[src/rtl/gpio_port_pkg.sv]
package gpio_port_pkg;

  typedef enum logic [1:0] {
    MODE_ALT     = 2'b00,
    MODE_OUT     = 2'b01,
    MODE_IN_PU   = 2'b10,
    MODE_IN_NOPU = 2'b11
  } pinMode_t;

  localparam int MODE_W = 2;

  localparam logic ADDR_DATA = 1'b0;
  localparam logic ADDR_CTRL = 1'b1;

  // Strobes from bus decode to the datapath
  typedef struct packed {
    logic dataWr;
    logic ctrlWr;
    logic selCtrl;
  } busStrobe_t;

endpackage

[src/rtl/gpio_port_ctrl.sv]
module gpio_port_ctrl
  import gpio_port_pkg::*;
(
  input  logic       clk,
  input  logic       rstN,
  input  logic       busWrEn,
  input  logic       busAddr,
  output busStrobe_t strobe
);

  always_comb begin
    strobe.selCtrl = (busAddr == ADDR_CTRL);
    strobe.dataWr  = busWrEn && (busAddr == ADDR_DATA);
    strobe.ctrlWr  = busWrEn && (busAddr == ADDR_CTRL);
  end

  // a write never targets both registers at once
  assert_single_target_R10: assert property (@(posedge clk) disable iff (!rstN)
    $onehot0({strobe.dataWr, strobe.ctrlWr}));

endmodule

[src/rtl/gpio_pin_cell.sv]
module gpio_pin_cell
  import gpio_port_pkg::*;
(
  input  pinMode_t mode,
  input  logic     dataBit,
  input  logic     syncBit,
  input  logic     altOut,
  input  logic     altOe,
  output logic     padOut,
  output logic     padOe,
  output logic     padPullUp,
  output logic     readBit
);

  always_comb begin
    padOut    = 1'b0;
    padOe     = 1'b0;
    padPullUp = 1'b0;
    readBit   = dataBit;
    unique case (mode)
      MODE_ALT: begin
        padOut = altOut;
        padOe  = altOe;
      end
      MODE_OUT: begin
        padOut = dataBit;
        padOe  = 1'b1;
      end
      MODE_IN_PU: begin
        padPullUp = 1'b1;
        readBit   = syncBit;
      end
      MODE_IN_NOPU: begin
        readBit = syncBit;
      end
      default: begin
        readBit = dataBit;
      end
    endcase
  end

endmodule

[src/rtl/gpio_port_datapath.sv]
module gpio_port_datapath
  import gpio_port_pkg::*;
#(
  parameter int PIN_COUNT = 8,
  localparam int BUS_W = PIN_COUNT * MODE_W
) (
  input  logic                 clk,
  input  logic                 rstN,
  input  busStrobe_t           strobe,
  input  logic [BUS_W-1:0]     wrData,
  input  logic [PIN_COUNT-1:0] pinIn,
  input  logic [PIN_COUNT-1:0] altOut,
  input  logic [PIN_COUNT-1:0] altOe,
  output logic [BUS_W-1:0]     rdData,
  output logic [PIN_COUNT-1:0] pinOut,
  output logic [PIN_COUNT-1:0] pinOe,
  output logic [PIN_COUNT-1:0] pinPullUp
);

  localparam int PAD_W = BUS_W - PIN_COUNT;

  logic [PIN_COUNT-1:0] dataReg;
  logic [BUS_W-1:0]     ctrlReg;
  logic [PIN_COUNT-1:0] syncStage1;
  logic [PIN_COUNT-1:0] syncStage2;
  logic [PIN_COUNT-1:0] readBits;
  logic [1:0]           ageCnt;

  always_ff @(posedge clk or negedge rstN) begin
    if (!rstN) begin
      dataReg <= '0;
      ctrlReg <= '0;
    end else begin
      if (strobe.dataWr) dataReg <= wrData[PIN_COUNT-1:0];
      if (strobe.ctrlWr) ctrlReg <= wrData;
    end
  end

  always_ff @(posedge clk or negedge rstN) begin
    if (!rstN) begin
      syncStage1 <= '0;
      syncStage2 <= '0;
    end else begin
      syncStage1 <= pinIn;
      syncStage2 <= syncStage1;
    end
  end

  // Edges since reset, saturating, used only by the checks
  always_ff @(posedge clk or negedge rstN) begin
    if (!rstN)              ageCnt <= '0;
    else if (ageCnt != 2'd2) ageCnt <= ageCnt + 2'd1;
  end

  for (genvar i = 0; i < PIN_COUNT; i++) begin : g_pin
    gpio_pin_cell u_cell (
      .mode      (pinMode_t'(ctrlReg[MODE_W*i +: MODE_W])),
      .dataBit   (dataReg[i]),
      .syncBit   (syncStage2[i]),
      .altOut    (altOut[i]),
      .altOe     (altOe[i]),
      .padOut    (pinOut[i]),
      .padOe     (pinOe[i]),
      .padPullUp (pinPullUp[i]),
      .readBit   (readBits[i])
    );

    // output mode drives the stored bit
    assert_out_drive_R3: assert property (@(posedge clk) disable iff (!rstN)
      (ctrlReg[MODE_W*i +: MODE_W] == MODE_OUT) |-> (pinOe[i] && pinOut[i] == dataReg[i]));

    // a pull-up only appears after a mode write
    assert_pullup_source_R4: assert property (@(posedge clk) disable iff (!rstN)
      $rose(pinPullUp[i]) |-> $past(strobe.ctrlWr));

    // input-mode read shows pin level from two edges back
    assert_read_sync_R6: assert property (@(posedge clk) disable iff (!rstN)
      (ageCnt == 2'd2 && !strobe.selCtrl && ctrlReg[MODE_W*i+1])
        |-> (rdData[i] == $past(pinIn[i], 2)));
  end

  always_comb begin
    if (strobe.selCtrl) rdData = ctrlReg;
    else                rdData = {{PAD_W{1'b0}}, readBits};
  end

  // a data write lands whatever the modes are
  assert_write_lands_R7: assert property (@(posedge clk) disable iff (!rstN)
    strobe.dataWr |=> (dataReg == $past(wrData[PIN_COUNT-1:0])));

  // a data write leaves the mode register alone
  assert_ctrl_kept_R10: assert property (@(posedge clk) disable iff (!rstN)
    strobe.dataWr |=> $stable(ctrlReg));

endmodule

[src/rtl/gpio_mode_port.sv]
module gpio_mode_port
  import gpio_port_pkg::*;
#(
  parameter int PIN_COUNT = 8,
  localparam int BUS_W = PIN_COUNT * MODE_W
) (
  input  logic                 clk,
  input  logic                 rstN,
  input  logic                 busWrEn,
  input  logic                 busAddr,
  input  logic [BUS_W-1:0]     busWrData,
  output logic [BUS_W-1:0]     busRdData,
  input  logic [PIN_COUNT-1:0] pinIn,
  input  logic [PIN_COUNT-1:0] altOut,
  input  logic [PIN_COUNT-1:0] altOe,
  output logic [PIN_COUNT-1:0] pinOut,
  output logic [PIN_COUNT-1:0] pinOe,
  output logic [PIN_COUNT-1:0] pinPullUp
);

  busStrobe_t strobe;

  gpio_port_ctrl u_ctrl (
    .clk     (clk),
    .rstN    (rstN),
    .busWrEn (busWrEn),
    .busAddr (busAddr),
    .strobe  (strobe)
  );

  gpio_port_datapath #(.PIN_COUNT(PIN_COUNT)) u_dp (
    .clk       (clk),
    .rstN      (rstN),
    .strobe    (strobe),
    .wrData    (busWrData),
    .pinIn     (pinIn),
    .altOut    (altOut),
    .altOe     (altOe),
    .rdData    (busRdData),
    .pinOut    (pinOut),
    .pinOe     (pinOe),
    .pinPullUp (pinPullUp)
  );

endmodule

[config.mk]
export PLATFORM = sky130hd
export DESIGN_NAME = gpio_mode_port
export DESIGN_NICKNAME = d
export VERILOG_FILES = /design/src/rtl/gpio_port_pkg.sv /design/src/rtl/gpio_port_ctrl.sv /design/src/rtl/gpio_pin_cell.sv /design/src/rtl/gpio_port_datapath.sv /design/src/rtl/gpio_mode_port.sv
export SDC_FILE = /design/constraint.sdc
export NUM_CORES = 1
export LEC_CHECK = 0
export ABC_AREA = 0
export BUFFER_PORTS_ARGS = -buffer_cell sky130_fd_sc_hd__buf_2
export CAP_MARGIN = 20
export CORE_ASPECT_RATIO = 1.25
export CORE_MARGIN = 2
export CORE_UTILIZATION = 35
export CTS_BUF_LIST = sky130_fd_sc_hd__clkbuf_8
export CTS_CLUSTER_SIZE = 24
export DETAILED_ROUTE_END_ITERATION = 12
export HOLD_SLACK_MARGIN = 0.08
export REMOVE_ABC_BUFFERS = 1
export SYNTH_ARGS = -nofsm -noshare
export SYNTH_HDL_FRONTEND = slang
export SYNTH_HIERARCHICAL = 1
export SYNTH_SLANG_ARGS = --single-unit
[constraint.sdc]
create_clock -name clk -period 1.1 [get_ports clk]
set_input_delay 0.055 -clock clk [delete_from_list [all_inputs] [get_ports clk]]
set_output_delay 0.055 -clock clk [all_outputs]
set_load 0.1 [all_outputs]
==> results of run 1 <==
layout by cell type, fill, tap and decap left out, types with 2 or more instances in the layout:
cell type,netlist,routed
sky130_fd_sc_hd__buf_4,1,18
sky130_fd_sc_hd__mux2i_4,0,3
sky130_fd_sc_hd__nor2_2,0,5
sky130_fd_sc_hd__mux2i_1,8,3
sky130_fd_sc_hd__mux2_4,20,25
sky130_fd_sc_hd__clkbuf_8,0,7
sky130_fd_sc_hd__dlygate4sd3_1,0,25
sky130_fd_sc_hd__buf_12,1,43
sky130_fd_sc_hd__and2_4,0,8
sky130_fd_sc_hd__mux2_2,20,15
sky130_fd_sc_hd__dfrtp_2,0,8
sky130_fd_sc_hd__nor2_4,0,18
sky130_fd_sc_hd__nor2b_4,0,8
sky130_fd_sc_hd__buf_6,3,16
sky130_fd_sc_hd__buf_2,1,43
sky130_fd_sc_hd__mux2i_2,0,2
sky130_fd_sc_hd__dfrtp_1,40,32
sequential cells by signal (all words and copies together) (netlist names):
register,flops
u_dp/syncStage2,8
u_dp/syncStage1,8
u_dp/ctrlReg,16
u_dp/dataReg,8
where the power goes:
| group | internal [uW] | switching [uW] | total [uW] | leakage, uW |
|---|---|---|---|---|
| clock network | 800 | 476 | 1280 | 0.0000645 |
| logic | 1810 | 2410 | 4230 | 0.00131 |
| registers | 1640 | 162 | 1800 | 0.000460 |
how the worst min path moves through the flow:
stage | from | endpoint | slack (ns) | depth (start not counted)
final | rstN | u_dp/syncStage1[2]$_DFF_PN0_ | 0.26 | 3
after detailed placement | rstN | u_dp/syncStage1[2]$_DFF_PN0_ | 0.04 | 2
after global placement | rstN | u_dp/syncStage1[2]$_DFF_PN0_ | 0.04 | 2
after floorplan | rstN | u_dp/ctrlReg[0]$_DFFE_PN0P_ | -0.24 | 0
after CTS | rstN | u_dp/syncStage1[2]$_DFF_PN0_ | 0.26 | 3
after global routing | rstN | u_dp/syncStage1[2]$_DFF_PN0_ | 0.28 | 3
logic make-up (layout without fill, tap and decap cells):
logic type / after synthesis / in the layout / synth area share, %
buffers and inverters: 6 / 154 / 3.53
DFF: 40 / 40 / 53.3
muxes: 48 / 48 / 32.2
and+or+nand+nor: 42 / 42 / 11.0
stage by stage:
stage          util, %  setup slack, ns
2_1_floorplan        -           -0.736
3_3_place_gp      58.4           -0.181
3_5_place_dp      58.4           -0.188
4_1_cts           74.0           -0.410
5_1_grt           77.7           -0.465
6_report          77.7           -0.433
timing repair:
action                     in CTS  in global routing
pin swaps                      11                 10
hold buffers                   25                  0
setup buffers                   9                 14
setup endpoints to repair      40                 40
hold endpoints to repair       72                  0
gates resized for setup       106                 30
synth_stat cells:
cell / count / area [sq um]
sky130_fd_sc_hd__and2_2: 1 / 7.51
sky130_fd_sc_hd__mux2_2: 20 / 225
sky130_fd_sc_hd__and2_1: 8 / 50.1
sky130_fd_sc_hd__mux2_4: 20 / 300
sky130_fd_sc_hd__nor2b_1: 8 / 50.1
sky130_fd_sc_hd__buf_4: 1 / 7.51
sky130_fd_sc_hd__nor2_1: 24 / 90.1
sky130_fd_sc_hd__buf_2: 1 / 5.00
sky130_fd_sc_hd__buf_6: 3 / 33.8
sky130_fd_sc_hd__dfrtp_1: 40 / 1000
sky130_fd_sc_hd__and2b_2: 1 / 8.76
sky130_fd_sc_hd__buf_12: 1 / 20.0
sky130_fd_sc_hd__mux2i_1: 8 / 80.1
worst max-delay path: stages, from the launching register on:
cell	delay, ns
sky130_fd_sc_hd__dfrtp_1	0.42
sky130_fd_sc_hd__mux2_4	0.32
sky130_fd_sc_hd__mux2_4	0.29
sky130_fd_sc_hd__buf_12	0.17
final cells by class:
type	count	area, sq um
Timing Repair Buffer	146	1660
Fill cell	308	1140
Multi-Input combinational cell	90	1100
Sequential cell	40	1010
Clock buffer	7	96.3
Tap cell	62	77.6
Clock inverter	1	30.0
metal layers:
metal	track usage, %	vias up	wire length, um
met1	20.7	774	2040
met4	8.38	0	116
met3	3.64	13	214
met2	35.1	50	3160
met5	0	-	0
li1	-	751	-
==> reports/results.env, run 1 <==
CORE_REGION_AREA_SQ_MM=0.00512
FAILED_CHECKS='negative setup slack'
SYNTH.DISTINCT_CELLS=13
TIMING.FINAL.CRIT_SHARE_PCT=139
CRIT_START='u_dp/ctrlReg[13]$_DFFE_PN0P_'
POST-ROUTE-WORST-SETUP-SLACK_NS=-0.433
POWERDENSITY_mW_PER_MM2=1840
RESULT_OF_THE_RUN='finished with violations'
SYN_AVG_CELL_AREA_SQ_UM=13.8
MAPPEDNETLISTAREA_SQ_MM=0.00188
AREA_GROWTH_SYN_TO_LAYOUT_PCT=112
MAX-VDD-IR-DROP_mV=1.62
VIAS_IN_THE_FIRST_GLOBAL_ROUTE=1749
CTS.CLK_SLEW.WORST_PATHS_NS=0.08
CLK_ROOT_BUFFER_CELL='sky130_fd_sc_hd__clkbuf_8'
CTS-ROOT-TO-SINK-BUFFERS=2
CTS_TREE='yes'
ANT_NETS=0
GRT_MAX_DEGREE=41
HTREE_LEVELS=2
WORST_HOLD_PATH_TYPE='in2async'
ROWS=29
DESIGN.FINAL.NETS=327
TIMING_HOLD_VIOLATIONS_FINAL=0
FINALSETUPVIOLATIONS=42
DIE-HEIGHT_UM=85.9
CRIT_END='busRdData[6]'
FF_TO_FF_START='u_dp/ctrlReg[9]$_DFFE_PN0P_'
BUFFER_PORTS.INSERTED=83
GRT_SETUP_UNREPAIRED='yes'
REG2REG_SLACK_NS=-0.05
DETAILED_PLACE_HPWL_MM=3.36
WORST-SETUP-PATH-TYPE='reg2out'
TIMING.RR.END='u_dp/ctrlReg[9]$_DFFE_PN0P_'
DRIVE_GT1_SHARE_PCT=78.5
MAXIMUM_ACHIEVABLE_FREQUENCY_MHz=652
PLACED_AREA_SQ_MM=0.00299
HOLD_SLACK_NS=0.256
TIMING.CRITICAL_PATH.FANOUT_MAX=2
FINISH.INSTANCE_AREA_SQ_MM=0.00398
TIMING.SLEW.HEADROOM_PCT=85.7
REMAINING_DRC_ERRORS=0
POST-ROUTE-MIN-PERIOD_NS=1.53
SYNTH-SEQ-AREA-SHARE_PCT=53.3
AVGROUTEDWIREPERCELL_UM=16.0
WORST_CLOCK_SKEW_NS=0.00279
GRT_USAGE_PCT=18.9
INITIAL_CORE_UTIL_PCT=36.7
PLACE.GP.CONGESTION=0.770
TOTALWIRELENGTH_MM=5.52
CTS_NUM_SINKS=40
ROUTE.DETAILED.VIAS_PER_INST=4.59
ANTENNA_FOUND_INITIAL=0
CRITPATHARRIVALTIME_NS=1.48
YOSYSWARNINGS=6
FLOORPLAN.IO_PINS=84
REPORT.FINAL.SLEW_VIOL_COUNT=0
WORST_R2R_PATH_DEPTH=4
CTS-BUFFERS-INSERTED=5
GRT_FIRST_PASS_WIRELENGTH_MM=8.69
TIMING.MAX_CAP.VIOLATIONS=0
DETAIL_ROUTE.ITER0.VIOLATIONS=14
TIGHTEST_SLEW_NS=0.210
DRTPASS1ITERATIONS=2
SYN-INSTANCE-COUNT=136
CP.REQUIRED_NS=1.04
GLOBALROUTE.TOTALOVERFLOW=0
DIE-WIDTH_UM=69.5
POST_LAYOUT_NONFILLER_INSTANCES=346
PLACED_CELLS_INCL_TAPS=295
SETUP_TOTAL_NEGATIVE_SLACK_NS=-8.65
STARTPOINT_TYPE='register'
DIEAREA_SQ_MM=0.00598
TOTALPOWERFINAL_uW=7300
CLK_LATENCY_NS=0.28
VIA_COUNT=1588
STATIC-LEAKAGE-POWER_uW=0.00184
INSERTEDDIODECOUNT=0
SETUP.WORST_PATH.END_CLASS='output pin'
SYNTH-SEQ-CELLS=40
Note: power is estimated with default switching activity, not from simulation.
==> run 2, diff against run 1 <==
--- a/config.mk
+++ b/config.mk
@@ -15,6 +15,7 @@
 export CTS_CLUSTER_SIZE = 24
 export DETAILED_ROUTE_END_ITERATION = 12
 export HOLD_SLACK_MARGIN = 0.08
+export RECOVER_POWER = 50
 export REMOVE_ABC_BUFFERS = 1
 export SYNTH_ARGS = -nofsm -noshare
 export SYNTH_HDL_FRONTEND = slang
==> run 2 against run 1 <==
  * The run still ends with negative setup slack left
  * Sequential cell count did not move
  * Hold slack improved by 0.092 ns
  * Via count is essentially flat
  * Clock skew is the same
  * Die area did not move
  * Worst setup slack is the same
  * Final cell count unchanged
  * Sequential power hardly changed
  * First-iteration DRC count did not move
  * Total power about the same
  * Count of clock-buffer cells in the layout stayed put
  * Register-to-register slack hardly changed
  * Critical endpoint unchanged
  * Largest cell class unchanged
==> reports/results.env, run 2 (synthesis gave the netlist of run 1 again) <==
RESULT_OF_THE_RUN='finished with violations'
FAILED_CHECKS='negative setup slack'
CRITICAL_PATH.CELL_CHAIN='mux2_4 -> mux2_4 -> buf_12'
ANTENNA_FOUND_INITIAL=0  # unchanged
SETUP_TOTAL_NEGATIVE_SLACK_NS=-8.65  # +0.000150 ns
ANT_NETS=0  # unchanged
TOTALWIRELENGTH_MM=5.52  # unchanged
ROUTED-WL-MET2_MM=3.16  # about the same
WORST_R2R_PATH_DEPTH=4  # unchanged
PLACE.GP.CONGESTION=0.770  # unchanged
CTS-BUFFERS-INSERTED=5  # unchanged
REPORT.FINAL.SLEW_VIOL_COUNT=0  # unchanged
REG2REG_SLACK_NS=-0.05  # about the same
DIE-HEIGHT_UM=85.9  # unchanged
CTS_NUM_SINKS=40  # unchanged
NUMBER_OF_BUFFERS_AND_INVERTERS_ON_THE_CRITICAL_PATH=1  # unchanged
BUFFER_PORTS.INSERTED=83  # unchanged
MAX_FLOP_REGISTER='u_dp/ctrlReg'
FLOORPLAN.IO_PINS=84  # unchanged
POST-ROUTE-WORST-SETUP-SLACK_NS=-0.433  # unchanged
DRTPASS1ITERATIONS=2  # unchanged
LAYOUT.CELLS.MOST_COMMON='sky130_fd_sc_hd__buf_2'
GRT_MAX_DEGREE=41  # unchanged
UTILIZATION_PCT=77.5  # -0.24 points
ROWS=29  # unchanged
INITIAL_CORE_UTIL_PCT=36.7  # unchanged
STATIC-LEAKAGE-POWER_uW=0.00183  # -0.26%
TIMING.RR.END='u_dp/ctrlReg[9]$_DFFE_PN0P_'
DRIVE_GT1_SHARE_PCT=78.5  # unchanged
GRT_FIRST_PASS_WIRELENGTH_MM=8.69  # unchanged
MET3_ROUTED_LENGTH_UM=214  # unchanged
DIEAREA_SQ_MM=0.00598  # unchanged
CTS_TREE='yes'
VIA_COUNT=1589  # +0.063%
TIGHTEST_SLEW_NS=0.526  # +0.316 ns
POST_LAYOUT_NONFILLER_INSTANCES=346  # unchanged
TIMING.SLEW.HEADROOM_PCT=64.9  # -21 points
TIMING.FINAL.CRIT_SHARE_PCT=139  # unchanged
CRIT_TOP_CELL='sky130_fd_sc_hd__mux2_4'
FF_TO_FF_START='u_dp/ctrlReg[9]$_DFFE_PN0P_'
SETUP.WORST_PATH.END_CLASS='output pin'
CRIT_SLOWEST_CELL='sky130_fd_sc_hd__dfrtp_1'
VIAS_IN_THE_FIRST_GLOBAL_ROUTE=1749  # unchanged
STARTPOINT_TYPE='register'
POWERDENSITY_mW_PER_MM2=1840  # +0.23%
CRIT_END='busRdData[6]'
CORE_REGION_AREA_SQ_MM=0.00512  # unchanged
WORST_CLOCK_SKEW_NS=0.00279  # unchanged
CLK_ROOT_BUFFER_CELL='sky130_fd_sc_hd__clkbuf_8'
CRIT_START='u_dp/ctrlReg[13]$_DFFE_PN0P_'
HTREE_LEVELS=2  # unchanged
HOLD_SLACK_NS=0.349  # +0.0924 ns
FINALSETUPVIOLATIONS=42  # unchanged
DESIGN.FINAL.NETS=327  # unchanged
CRITPATHARRIVALTIME_NS=1.48  # about the same
INSERTEDDIODECOUNT=0  # unchanged
TIMING.CRITICAL_PATH.MAX_DELAY_FAMILY='multiplexers'
DETAILED_PLACE_HPWL_MM=3.36  # unchanged
DETAIL_ROUTE.ITER0.VIOLATIONS=14  # unchanged
MAX-VDD-IR-DROP_mV=1.62  # about the same
CTS-ROOT-TO-SINK-BUFFERS=2  # unchanged
WORST-SETUP-PATH-TYPE='reg2out'
AREA_GROWTH_SYN_TO_LAYOUT_PCT=111
HIGHEST_METAL_USED='met4'
GRT_USAGE_PCT=18.9  # unchanged
TIMING.CRITICAL_PATH.FANOUT_MAX=2  # unchanged
DIE-WIDTH_UM=69.5  # unchanged
ROUTE.DETAILED.VIAS_PER_INST=4.59  # about the same
FINISH.INSTANCE_AREA_SQ_MM=0.00396  # -0.31%
GLOBALROUTE.TOTALOVERFLOW=0  # unchanged
REMAINING_DRC_ERRORS=0  # unchanged
WORST-PATH-STAGES=3  # unchanged
WORST_HOLD_PATH_TYPE='reg2reg'
CTS.CLK_SLEW.WORST_PATHS_NS=0.07  # about the same
PLACED_CELLS_INCL_TAPS=295  # unchanged
POST-ROUTE-MIN-PERIOD_NS=1.53  # unchanged
LAYOUT_COMMON_CELLS='43 x sky130_fd_sc_hd__buf_2, 42 x sky130_fd_sc_hd__buf_12, 32 x sky130_fd_sc_hd__dfrtp_1'
MAXIMUM_ACHIEVABLE_FREQUENCY_MHz=652  # unchanged
CP.REQUIRED_NS=1.04  # about the same
AVGROUTEDWIREPERCELL_UM=16.0  # unchanged
M1WIRELENGTH_MM=2.04  # unchanged
PLACED_AREA_SQ_MM=0.00299  # unchanged
TIMING_HOLD_VIOLATIONS_FINAL=0  # unchanged
TIMING.MAX_CAP.VIOLATIONS=0  # unchanged
LARGEST_REG_FLOPS=16  # unchanged
CLK_LATENCY_NS=0.28  # about the same
CRIT_PATH_MAX_INCR_DELAY_NS=0.42  # about the same
GRT_SETUP_UNREPAIRED='yes'
[run 2: changes by cell type in the layout (fill, tap and decap cells not counted)]
cell                       before  now
sky130_fd_sc_hd__clkbuf_4       0    1
sky130_fd_sc_hd__buf_12        43   42
[run 2: worst min-delay path by stage]
stage / from / to / cells past startpoint
final: u_dp/syncStage1[6]$_DFF_PN0_ / u_dp/syncStage2[6]$_DFF_PN0_ / 0
after global routing: u_dp/syncStage1[3]$_DFF_PN0_ / u_dp/syncStage2[3]$_DFF_PN0_ / 0
after CTS: rstN / u_dp/syncStage1[2]$_DFF_PN0_ / 3
after detailed placement: rstN / u_dp/syncStage1[2]$_DFF_PN0_ / 2
after global placement: rstN / u_dp/syncStage1[2]$_DFF_PN0_ / 2
after floorplan: rstN / u_dp/ctrlReg[0]$_DFFE_PN0P_ / 0
[run 2: routing by layer]
| layer | track usage [%] | vias to the layer above |
|---|---|---|
| met4 | 8.38 | 0 |
| met1 | 20.7 | 775 |
| li1 | - | 751 |
| met2 | 35.1 | 50 |
| met5 | 0 | - |
| met3 | 3.64 | 13 |
[run 2: what timing repair did]
item | in CTS | in global routing
pin swaps | 11 | 10
setup buffers | 9 | 14
gates resized for setup | 106 | 30
setup endpoints to repair | 40 | 40
hold buffers | 25 | 0
hold endpoints to repair | 72 | 0
[run 2: layout make-up]
class                   count  area (sq um)
well taps                  62          77.6
flip-flops and latches     40          1010
repair buffers            146          1640
clock inverters             1          30.0
fillers                   310          1150
multi-input cells          90          1100
clock buffers               7          96.3
[run 2: metrics by stage]
| stage | setup slack, ns | power, uW |
|---|---|---|
| after floorplan | -0.736 | 3970 |
| after global placement | -0.181 | 5160 |
| after detailed placement | -0.188 | 5190 |
| after CTS | -0.410 | 7100 |
| after global routing | -0.465 | 7550 |
| final | -0.433 | 7300 |
[run 2: power by group]
part           total, uW  internal [uW]  switching, uW
registers           1800           1640            162
logic               4220           1810           2410
clock network       1280            800            476
==> run 3, diff against run 2 <==
--- a/config.mk
+++ b/config.mk
@@ -10,12 +10,13 @@
 export CAP_MARGIN = 20
 export CORE_ASPECT_RATIO = 1.25
 export CORE_MARGIN = 2
-export CORE_UTILIZATION = 35
+export CORE_UTILIZATION = 48
 export CTS_BUF_LIST = sky130_fd_sc_hd__clkbuf_8
 export CTS_CLUSTER_SIZE = 24
 export DETAILED_ROUTE_END_ITERATION = 12
 export HOLD_SLACK_MARGIN = 0.08
-export RECOVER_POWER = 50
+export MAX_ROUTING_LAYER = met4
+export PLACE_DENSITY = 0.81
 export REMOVE_ABC_BUFFERS = 1
 export SYNTH_ARGS = -nofsm -noshare
 export SYNTH_HDL_FRONTEND = slang
==> run 3 against run 2 <==
  * The flow now stops in clock tree synthesis
  * Synthesized area is the same
  * Synthesized cell count unchanged
==> reports/results.env, run 3 <==
HOLDBUFCOUNTCTS=25  # unchanged
SYNTH-ASYNC-RESET-RATIO_PCT=100  # unchanged
SYNTHSIMPLEGATEAREAFRAC_PCT=11.0  # unchanged
SYNTH_LARGEST_AREA_CELL='sky130_fd_sc_hd__dfrtp_1'
CTS_SETUP_BUFFERS=11  # +2
FAILING_STEP='clock tree synthesis'
RESULT_OF_THE_RUN='aborted with a tool error'
DIE-HEIGHT_UM=74.0  # -14%
BUFFER_PORTS.INSERTED=83  # unchanged
CLK_ROOT_BUFFER_CELL='sky130_fd_sc_hd__clkbuf_8'
YOSYS-TOP-CELLS-AREA='sky130_fd_sc_hd__dfrtp_1 53%, sky130_fd_sc_hd__mux2_4 16%, sky130_fd_sc_hd__mux2_2 12%, sky130_fd_sc_hd__nor2_1 4.8%, sky130_fd_sc_hd__mux2i_1 4.3%'
SYNTH_LARGEST_TYPE_AREA_FRACTION_PCT=53.3  # unchanged
LARGEST_FAMILY_OF_LOGIC_CELLS_BY_SYNTHESIZED_AREA='multiplexers'
CTS-ROOT-TO-SINK-BUFFERS=2  # unchanged
DIE-WIDTH_UM=60.0  # -14%
PLACED_CELLS_INCL_TAPS=291  # -1.4%
SYNTH.MUX.AREA_FRACTION_PCT=32.2  # unchanged
SYNTH-XOR-AREA-SHARE_PCT=0  # unchanged
INITIAL_CORE_UTIL_PCT=49.7  # +13 points
CTS-BUFFERS-INSERTED=5  # unchanged
YOSYSMOSTFREQUENTCELL='sky130_fd_sc_hd__dfrtp_1'
SYNTH-SEQ-CELLS=40  # unchanged
PLACE.GP.CONGESTION=0.762  # -1.1%
PRE_CTS_WS_NS=-0.209  # -0.0213 ns
SYNTH-EDFF-COUNT=0  # unchanged
ROWS=25  # -14%
SYNTH_AREA_IN_COMPOUND_GATES_PCT=0  # unchanged
SYNTH.DISTINCT_CELLS=13  # unchanged
CTS_NUM_SINKS=40  # unchanged
NETLIST_TOP_CELLS_COUNT='40 x sky130_fd_sc_hd__dfrtp_1, 24 x sky130_fd_sc_hd__nor2_1, 20 x sky130_fd_sc_hd__mux2_2, 20 x sky130_fd_sc_hd__mux2_4'
YOSYSWARNINGS=6  # unchanged
SYN-INSTANCE-COUNT=136  # unchanged
POST_SYNTH_FA_HA_MAJ_AREA_FRACTION_PCT=0  # unchanged
FIRST_ERROR_MESSAGE='[ERROR DPL-0033] detailed placement checks failed during check placement.'
SYN_AVG_CELL_AREA_SQ_UM=13.8  # unchanged
FLOORPLAN.IO_PINS=84  # unchanged
SYNTH-SEQ-AREA-SHARE_PCT=53.3  # unchanged
SYNTH_FF_TYPE='sky130_fd_sc_hd__dfrtp_1'
PLACED_AREA_SQ_MM=0.00297  # -0.59%
POST_CTS_RESIZED=109  # +2.8%
DETAILED_PLACE_HPWL_MM=3.57  # +6.1%
HTREE_LEVELS=2  # unchanged
MAPPEDNETLISTAREA_SQ_MM=0.00188  # unchanged
[run 3: kinds of logic after synthesis]
family / after synthesis
muxes: 48
and+or+nand+nor: 42
DFF: 40
buffers and inverters: 6
[run 3: stage by stage]
step | hold slack [ns] | util, %
2_1_floorplan | -0.241 | -
3_3_place_gp | -0.0551 | 78.4
3_5_place_dp | -0.0517 | 78.4
==> run 4, diff against run 3 <==
--- a/config.mk
+++ b/config.mk
@@ -8,15 +8,10 @@
 export ABC_AREA = 0
 export BUFFER_PORTS_ARGS = -buffer_cell sky130_fd_sc_hd__buf_2
 export CAP_MARGIN = 20
-export CORE_ASPECT_RATIO = 1.25
 export CORE_MARGIN = 2
-export CORE_UTILIZATION = 48
-export CTS_BUF_LIST = sky130_fd_sc_hd__clkbuf_8
-export CTS_CLUSTER_SIZE = 24
+export CORE_UTILIZATION = 40
 export DETAILED_ROUTE_END_ITERATION = 12
-export HOLD_SLACK_MARGIN = 0.08
-export MAX_ROUTING_LAYER = met4
-export PLACE_DENSITY = 0.81
+export PLACE_DENSITY_LB_ADDON = 0.15
 export REMOVE_ABC_BUFFERS = 1
 export SYNTH_ARGS = -nofsm -noshare
 export SYNTH_HDL_FRONTEND = slang
==> run 4 against run 3 <==
  * The flow now finishes, with violations (negative setup slack)
==> reports/results.env, run 4 (synthesis gave the netlist of run 1 again) <==
ANTENNA_FOUND_INITIAL=0
POWER.SHARE.COMBINATIONAL_PCT=60.0
MET1_USAGE_PCT=25.1
FINISH.INSTANCE_AREA_SQ_MM=0.00374
ANT_NETS=0
MAX-VDD-IR-DROP_mV=1.33
VIA_COUNT=1555
CORE_REGION_AREA_SQ_MM=0.00444
HTREE_LEVELS=2  # unchanged
CRIT_TOP_CELL='sky130_fd_sc_hd__mux2_4'
CTS_NUM_SINKS=40  # unchanged
BUFFER_PORTS.INSERTED=83  # unchanged
FINALSETUPVIOLATIONS=40
LAYOUT_COMMON_CELLS='43 x sky130_fd_sc_hd__buf_2, 42 x sky130_fd_sc_hd__buf_12, 32 x sky130_fd_sc_hd__dfrtp_1'
CTS-ROOT-TO-SINK-BUFFERS=2  # unchanged
DIE-WIDTH_UM=72.5  # +21%
CELL_INTERNAL_PWR_uW=3780
CLK_ROOT_BUFFER_CELL='sky130_fd_sc_hd__clkbuf_8'
CLK_LATENCY_NS=0.28
LARGEST_REG_FLOPS=16
ROUTE.DETAILED.VIAS_PER_INST=4.87
WORST-PATH-STAGES=3
DRIVE_GT1_SHARE_PCT=79.8
WORST_CLOCK_SKEW_NS=0.00149
DRTPASS1ITERATIONS=4
AVGROUTEDWIREPERCELL_UM=17.4
HOLD_SLACK_NS=0.0142
AREA_GROWTH_SYN_TO_LAYOUT_PCT=99.1
TIGHTEST_SLEW_NS=0.268
CTS_TREE='yes'
TIMING.CRITICAL_PATH.MAX_DELAY_FAMILY='multiplexers'
PLACE.GP.CONGESTION=0.693  # -9.0%
LAYOUT.CELLS.MOST_COMMON='sky130_fd_sc_hd__buf_2'
TIMING_HOLD_VIOLATIONS_FINAL=0
REPORT.FINAL.SLEW_VIOL_COUNT=0
CTS-BUFFERS-INSERTED=5  # unchanged
P_CLK_SHARE_PCT=13.3
NUMBER_OF_BUFFERS_AND_INVERTERS_ON_THE_CRITICAL_PATH=1
CTS.CLK_SLEW.WORST_PATHS_NS=0.08
CRIT_SLOWEST_CELL='sky130_fd_sc_hd__dfrtp_1'
FILLERS=219
REMAINING_DRC_ERRORS=0
INSERTEDDIODECOUNT=0
CRIT_PATH_MAX_INCR_DELAY_NS=0.42
GRT_USAGE_PCT=20.4
CP.REQUIRED_NS=1.04
GRT_SETUP_UNREPAIRED='yes'
WORST_R2R_PATH_DEPTH=3
CRITICAL_PATH.CELL_CHAIN='mux2_4 -> mux2_4 -> buf_12'
POST_LAYOUT_NONFILLER_INSTANCES=319
DETAILED_PLACE_HPWL_MM=3.35  # -6.1%
SWSHARE_PCT=44.6
WHS_PATH_DEPTH=2
PLACED_CELLS_INCL_TAPS=286  # -1.7%
GRT.BUSIEST_LAYER='met2'
DETAIL_ROUTE.ITER0.VIOLATIONS=45
STARTPOINT_TYPE='register'
GLOBAL_ROUTE.USAGE.MET3_PCT=3.61
DIE-HEIGHT_UM=72.5  # -1.9%
POWERDENSITY_mW_PER_MM2=1830
GLOBALROUTE.TOTALOVERFLOW=0
ROWS=24  # -4.0%
SETUP.WORST_PATH.END_CLASS='output pin'
INITIAL_CORE_UTIL_PCT=42.3  # -7.4 points
GRT_MAX_DEGREE=41
FLOORPLAN.IO_PINS=84  # unchanged
DIEAREA_SQ_MM=0.00526
MAXIMUM_ACHIEVABLE_FREQUENCY_MHz=649
POST-ROUTE-MIN-PERIOD_NS=1.54
WORST-SETUP-PATH-TYPE='reg2out'
TOTALWIRELENGTH_MM=5.57
FAILED_CHECKS='negative setup slack'
CRITPATHARRIVALTIME_NS=1.48
TIMING.CRITICAL_PATH.FANOUT_MAX=2
TOTALPOWERFINAL_uW=6830
PLACED_AREA_SQ_MM=0.00298  # +0.42%
STATIC-LEAKAGE-POWER_uW=0.00173
TIMING.FINAL.CRIT_SHARE_PCT=140
TIMING.SLEW.HEADROOM_PCT=82.1
POST-ROUTE-WORST-SETUP-SLACK_NS=-0.440
GLOBALROUTEMET2UTIL_PCT=36.1
DESIGN.FINAL.NETS=311
GRT_FIRST_PASS_WIRELENGTH_MM=8.16
RESULT_OF_THE_RUN='finished with violations'
WORST_HOLD_PATH_TYPE='in2reg'
VIAS_IN_THE_FIRST_GLOBAL_ROUTE=1755
MAX_FLOP_REGISTER='u_dp/ctrlReg'
SEQPWRFRAC_PCT=26.7
TIMING.MAX_CAP.VIOLATIONS=0
NETSWITCHINGPOWER_uW=3050
[run 4: worst paths after layout]
kind / from / endpoint / slack (ns)
max: u_dp/ctrlReg[15]$_DFFE_PN0P_ / busRdData[7] / -0.44
min: busWrData[13] / u_dp/ctrlReg[13]$_DFFE_PN0P_ / 0.01
max reg2reg: u_dp/ctrlReg[7]$_DFFE_PN0P_ / u_dp/ctrlReg[7]$_DFFE_PN0P_ / 0.06
min reg2reg: u_dp/syncStage1[4]$_DFF_PN0_ / u_dp/syncStage2[4]$_DFF_PN0_ / 0.35
max in group asynchronous: rstN / u_dp/ctrlReg[6]$_DFFE_PN0P_ / 0.60
min in group asynchronous: rstN / u_dp/ctrlReg[9]$_DFFE_PN0P_ / 0.28
[run 4: layout make-up]
type | count | area [sq um] | area share (%)
Timing Repair Buffer | 130 | 1480 | 39.7
Multi-Input combinational cell | 90 | 1100 | 29.5
Clock buffer | 6 | 72.6 | 1.94
Tap cell | 52 | 65.1 | 1.74
Sequential cell | 40 | 1010 | 27.0
Clock inverter | 1 | 5.00 | 0.134
[run 4: routing by layer]
layer | vias to the layer above | share of wire [%]
li1 | 718 | -
met1 | 771 | 38
met2 | 58 | 55
met3 | 8 | 5.2
met4 | 0 | 1.3
met5 | - | 0
[run 4: power by group through the flow]
stage / Combinational [uW] / Sequential, uW / Clock, uW
6_report: 4100 / 1820 / 908
3_3_place_gp: 3360 / 1790 / 0
4_1_cts: 3880 / 1800 / 932
5_1_grt: 4220 / 1840 / 995
2_1_floorplan: 2180 / 1790 / 0
3_5_place_dp: 3390 / 1800 / 0
[run 4: through the flow]
step                utilization [%]  worst slack, ns  setup TNS [ns]
finish                         84.2           -0.440           -7.80
global route                   84.2           -0.473           -9.61
CTS                            80.5           -0.422           -7.77
detailed placement             67.1           -0.223           -1.49
global placement               67.1           -0.212           -1.39
floorplan                         -           -0.736          -18.68
[run 4: repair_timing]
action,in CTS,in global routing
gates resized for setup,93,36
pin swaps,12,12
endpoints found under the hold margin,54,0
hold buffers,15,0
endpoints found under the setup margin,40,40
setup buffers,8,10
